$ cat config.mk
export PLATFORM = sky130hd
export DESIGN_NAME = match_indicator_out
export DESIGN_NICKNAME = d
export VERILOG_FILES = /design/src/rtl/match_indicator_out.sv
export SDC_FILE = /design/constraint.sdc
export NUM_CORES = 1
export LEC_CHECK = 0
export BUFFER_PORTS_ARGS = -buffer_cell sky130_fd_sc_hd__buf_4
export CORE_AREA = 2 2 39 41
export DETAILED_ROUTE_END_ITERATION = 8
export DIE_AREA = 0 0 41 43
export GPL_ROUTABILITY_DRIVEN = 0
export SETUP_SLACK_MARGIN = 0.05
export SLEW_MARGIN = 25
export SYNTH_ARGS = -nofsm -noshare
export SYNTH_HDL_FRONTEND = slang
export SYNTH_SLANG_ARGS = --single-unit
$ cat constraint.sdc
create_clock -name clk -period 2.3 [get_ports clk]
set_clock_uncertainty 0.15 [all_clocks]
set_input_delay 0.345 -clock clk [delete_from_list [all_inputs] [get_ports clk]]
set_output_delay 0.345 -clock clk [all_outputs]
set_load 0.02 [all_outputs]
$ cat src/rtl/match_indicator_out.sv
module match_indicator_out #(
  parameter int NCH = 4
) (
  input  logic        clk,
  input  logic        rst_n,
  input  logic [15:0] cfg_word,
  input  logic [3:0]  evt_i,
  input  logic        ctrl_sym_i,
  output logic        dst_match_o,
  output logic        src_match_o,
  output logic        route_match_o,
  output logic        abort_o
);

  logic [NCH-1:0] pol, len, act_q, act_d, pin_q;

  assign pol = cfg_word[2*NCH-1:NCH];
  assign len = cfg_word[NCH-1:0];

  // held channels clear on a control symbol; a new event always wins
  assign act_d = evt_i | (len & act_q & ~{NCH{ctrl_sym_i}});

  always_ff @(posedge clk) begin
    if (!rst_n) begin
      act_q <= '0;
      pin_q <= ~pol;
    end else begin
      act_q <= act_d;
      pin_q <= ~(act_d ^ pol);
    end
  end

  assign dst_match_o   = pin_q[3];
  assign src_match_o   = pin_q[2];
  assign route_match_o = pin_q[1];
  assign abort_o       = pin_q[0];

  for (genvar g = 0; g < NCH; g++) begin : g_chk

    reset_idle_chk: assert property (@(posedge clk)
      !rst_n |=> pin_q[g] == ~$past(pol[g]));

    event_active_chk: assert property (@(posedge clk) disable iff (!rst_n)
      evt_i[g] |=> pin_q[g] == $past(pol[g]));

    pulse_drop_chk: assert property (@(posedge clk) disable iff (!rst_n)
      (!len[g] && !evt_i[g]) |=> pin_q[g] == ~$past(pol[g]));

    held_keep_chk: assert property (@(posedge clk) disable iff (!rst_n)
      (len[g] && act_q[g] && !ctrl_sym_i) |=> pin_q[g] == $past(pol[g]));

    held_clear_chk: assert property (@(posedge clk) disable iff (!rst_n)
      (len[g] && ctrl_sym_i && !evt_i[g]) |=> pin_q[g] == ~$past(pol[g]));

    retrigger_chk: assert property (@(posedge clk) disable iff (!rst_n)
      (len[g] && act_q[g] && evt_i[g]) |=> pin_q[g] == $past(pol[g]));

    coincide_chk: assert property (@(posedge clk) disable iff (!rst_n)
      (len[g] && ctrl_sym_i && evt_i[g]) |=> pin_q[g] == $past(pol[g]));
  end

endmodule

==> Word-level counts from Yosys, hierarchy flattened <==
Cells that the tools add are included.
{ "classes": {"muxes": 1, "bitwise": 7} }
{ "op_table": {"columns": ["operator", "n"], "rows": [
  ["4-bit NOT", 3],
  ["4-bit bitwise AND", 2],
  ["4-bit two-way mux", 1],
  ["4-bit bitwise OR", 1],
  ["4-bit bitwise XOR", 1]
]} }
{ "word_totals": {"regBits": 8, "input_bits": 23, "out_inout_bits": 4, "word_cells": 10} }

==> Depth between registers and ports, before layout <==
{ "depth": {"ltp_word": 6, "depth_mapped": 4, "mapped_depth_nobuf": 3} }

==> Worst setup path after synthesis <==
OpenSTA, ideal clock, no wires.
{ "synth_timing": {"kind": "input-to-reg", "start": "input rst_n", "end": "register pin_q[0]", "setup_ns": 0.118, "t_arrival_ns": 0.745, "required_ns": 2.032, "slack_ns": 1.287, "stages": 4, "path_buffers": 1, "cell_sequence": "buf_4 > nand4b_1 > nand2_2 > xnor2_1"} }
{ "synth_via": {"elab_chain_cells": 1} }
{ "synth_rtl": {"columns": ["item", "line_no", "text"], "rows": [
  ["start: declaration", "5", "input logic rst_n,"],
  ["4-bit two-way mux", "24", "if (!rst_n) begin"],
  ["end signal: assignment", "26", "pin_q <= ~pol;"],
  ["end signal: assignment", "29", "pin_q <= ~(act_d ^ pol);"],
  ["end: declaration", "15", "logic [NCH-1:0] pol, len, act_q, act_d, pin_q;"]
]} }
No other way between the ends.
A chain may end at the register's enable or synchronous reset.

==> Worst setup path in the final report <==
{ "layout_timing": {"start": "register pin_q[0]", "end": "output abort_o"} }
{ "layout_rtl": {"columns": ["item", "line_no", "text"], "rows": [
  ["end: declaration", "12", "output logic abort_o"]
]} }
No word-level cell between the ends.

==> results_dict.tcl <==
set metrics [dict create \
    finalHoldViolations 0 \
    ys_seq_area_share_pct 57.7 \
    yosysTopAreaCellShare_pct 57.7 \
    rsz0062_at_grt "no" \
    synthTopCellsByArea "dfxtp_1, nand4b_1, xnor2_1, nand2_2, nand2_1" \
    slew_headroom_pct 92.2 \
    r2r-start "act_q[0]" \
    ys_types 6 \
    die_h_um 43 \
    slew_viol_final 0 \
    grt_overflow 0 \
    first_pass_iters 1 \
    hold_depth 2 \
    die_area_mm2 0.00176 \
    cp.arrival_ns 0.69 \
    die_x_um 41 \
    max_freq_mhz 847 \
    synth_area_um2 278 \
    post_cts_buffers 0 \
    cp-end-kind "output pin" \
    start_util_pct 20.1 \
    cts_tree "built" \
    gr-usage-all-layers_pct 6.74 \
    synthesis.nets 48 \
    r2r_setup_slack_ns 1.46 \
    final_area_um2 448 \
    worstPathMaxFanout 1 \
    ant_nets 0 \
    required_ns 1.80 \
    post_drt_wl_per_cell_um 8.66 \
    hp-start "cfg_word[6]" \
    fin_ws_ns 1.12 \
    finalWirelength_um 528 \
    synth.avg_cell_area_um2 11.1 \
    pin_count 27 \
    setup_violations 0 \
    worst_path_largest_cell_delay_ns 0.29 \
    numCtsBuffers 3 \
    yosys_register_bits 8 \
    cp_slowest_cell "dfxtp_1" \
    worstSetupPathType "flop to output pin" \
    status "finished clean" \
    rows 14 \
    min_path_type "input port to flop" \
    period_minus_slack_ns 1.18 \
    hold_ws_ns 0.132 \
    final_nets 70 \
    powerDensity_mw_per_mm2 708 \
    yosysTopAreaCell "dfxtp_1" \
    fin_tns_setup_ns 0 \
    yosysWarningCount 0 \
    h-tree-depth 1 \
    drcViolationCount 0 \
    grt_pass1_wl_um 738 \
    drive_above_1_share_pct 55.6 \
    port_buffers 18 \
    irDropWorstVdd_mv 0.247 \
    cp_num_buf_inv 1 \
    maxCapViolations 0 \
    postCtsResizedCells 0 \
    crit_path_start_kind "flop" \
    vias 230 \
    pre_cts_ws_ns 1.22 \
    vias_per_cell 3.77 \
    critPathTopFamily "flip-flops" \
    grt_pass1_vias 196 \
    drtIter0Drc 0 \
    antenna_found_initial 0 \
    core-area_mm2 0.00138 \
    clockRootBuffer "clkbuf_4" \
    hold_buffers 0 \
    worstPathCellList "buf_4" \
    worstRegToRegCells 3 \
    numClockSinks 8 \
    cts_buffer_depth 2 \
    place_area_um2 425 \
    dp_hpwl_um 436 \
    period_share_pct 51.3 \
    syn_inst 25 \
    worst-slew-pin-transition_ns 0.117 \
    holdPathEnd "pin_q[2]" \
    power_leakage_nw 0.209 \
    grt_max_degree 9 \
    syn2layout_area_growth_pct 61.3 \
    clk_pin_slew_ns 0.05 \
    clk_latency_ns 0.24 \
    reg2reg_to "pin_q[0]" \
    n_antenna_cell 0 \
]
## area by class of cell
type | instances | area (um^2)
timing repair buffer | 18 | 135
clock buffer | 3 | 22.5
sequential | 8 | 160
fill | 162 | 936
tap | 16 | 20.0
multi-input combinational | 16 | 110
## through the flow
stage                     util, %  total power, mW  instances
after global routing         32.4            0.335         61
after floorplan                 -            0.185         25
after global placement       30.7            0.217         58
after CTS                    32.4            0.326         61
final                        32.4            0.317         61
after detailed placement     30.7            0.218         58
## synthesized netlist by cell type (all sizes together)
| library cell | instances |
|---|---|
| buf | 1 |
| dfxtp | 8 |
| nand4b | 4 |
| nand2 | 8 |
| xnor2 | 4 |
## flip-flops by register name (all words and copies together) (netlist names)
name,count
pin_q,4
act_q,4
## metal layers
| metal | vias up | routed length (um) | GRT usage [%] |
|---|---|---|---|
| met1 | 96 | 207 | 8.09 |
| met5 | - | 0 | 0 |
| li1 | 123 | - | - |
| met4 | 0 | 0 | 6.00 |
| met3 | 0 | 56 | 3.14 |
| met2 | 11 | 264 | 8.44 |
## worst max-delay path by stage
| stage | cells past startpoint | slack [ns] | startpoint | end |
|---|---|---|---|---|
| 6_report | 1 | 1.12 | pin_q[0] | abort_o |
| 5_1_grt | 1 | 1.09 | pin_q[2] | src_match_o |
| 4_1_cts | 1 | 1.10 | pin_q[0] | abort_o |
| 3_5_place_dp | 4 | 1.22 | ctrl_sym_i | pin_q[0] |
| 3_3_place_gp | 4 | 1.25 | ctrl_sym_i | pin_q[0] |
| 2_1_floorplan | 4 | 1.29 | rst_n | pin_q[0] |
## placed cells by master, fill, tap and decap left out
master / n
xnor2_1: 4
nand2_1: 4
buf_4: 18
nand2_2: 4
dfxtp_1: 8
clkbuf_4: 3
nand4b_1: 4
## kinds of logic (layout without fill, tap and decap cells)
family        after synthesis  count (layout)  synth area share [%]
simple gates               12              12                  27.0
flops                       8               8                  57.7
buf+inv                     1              21                  2.70
xor+xnor                    4               4                  12.6
## where the power goes
group | leakage, nW | switching [mW] | internal (mW)
registers | 0.0672 | 0.00310 | 0.152
clock network | 0.0138 | 0.0440 | 0.0595
logic | 0.128 | 0.0250 | 0.0339
No activity file was read; power rests on OpenSTA's default activity.
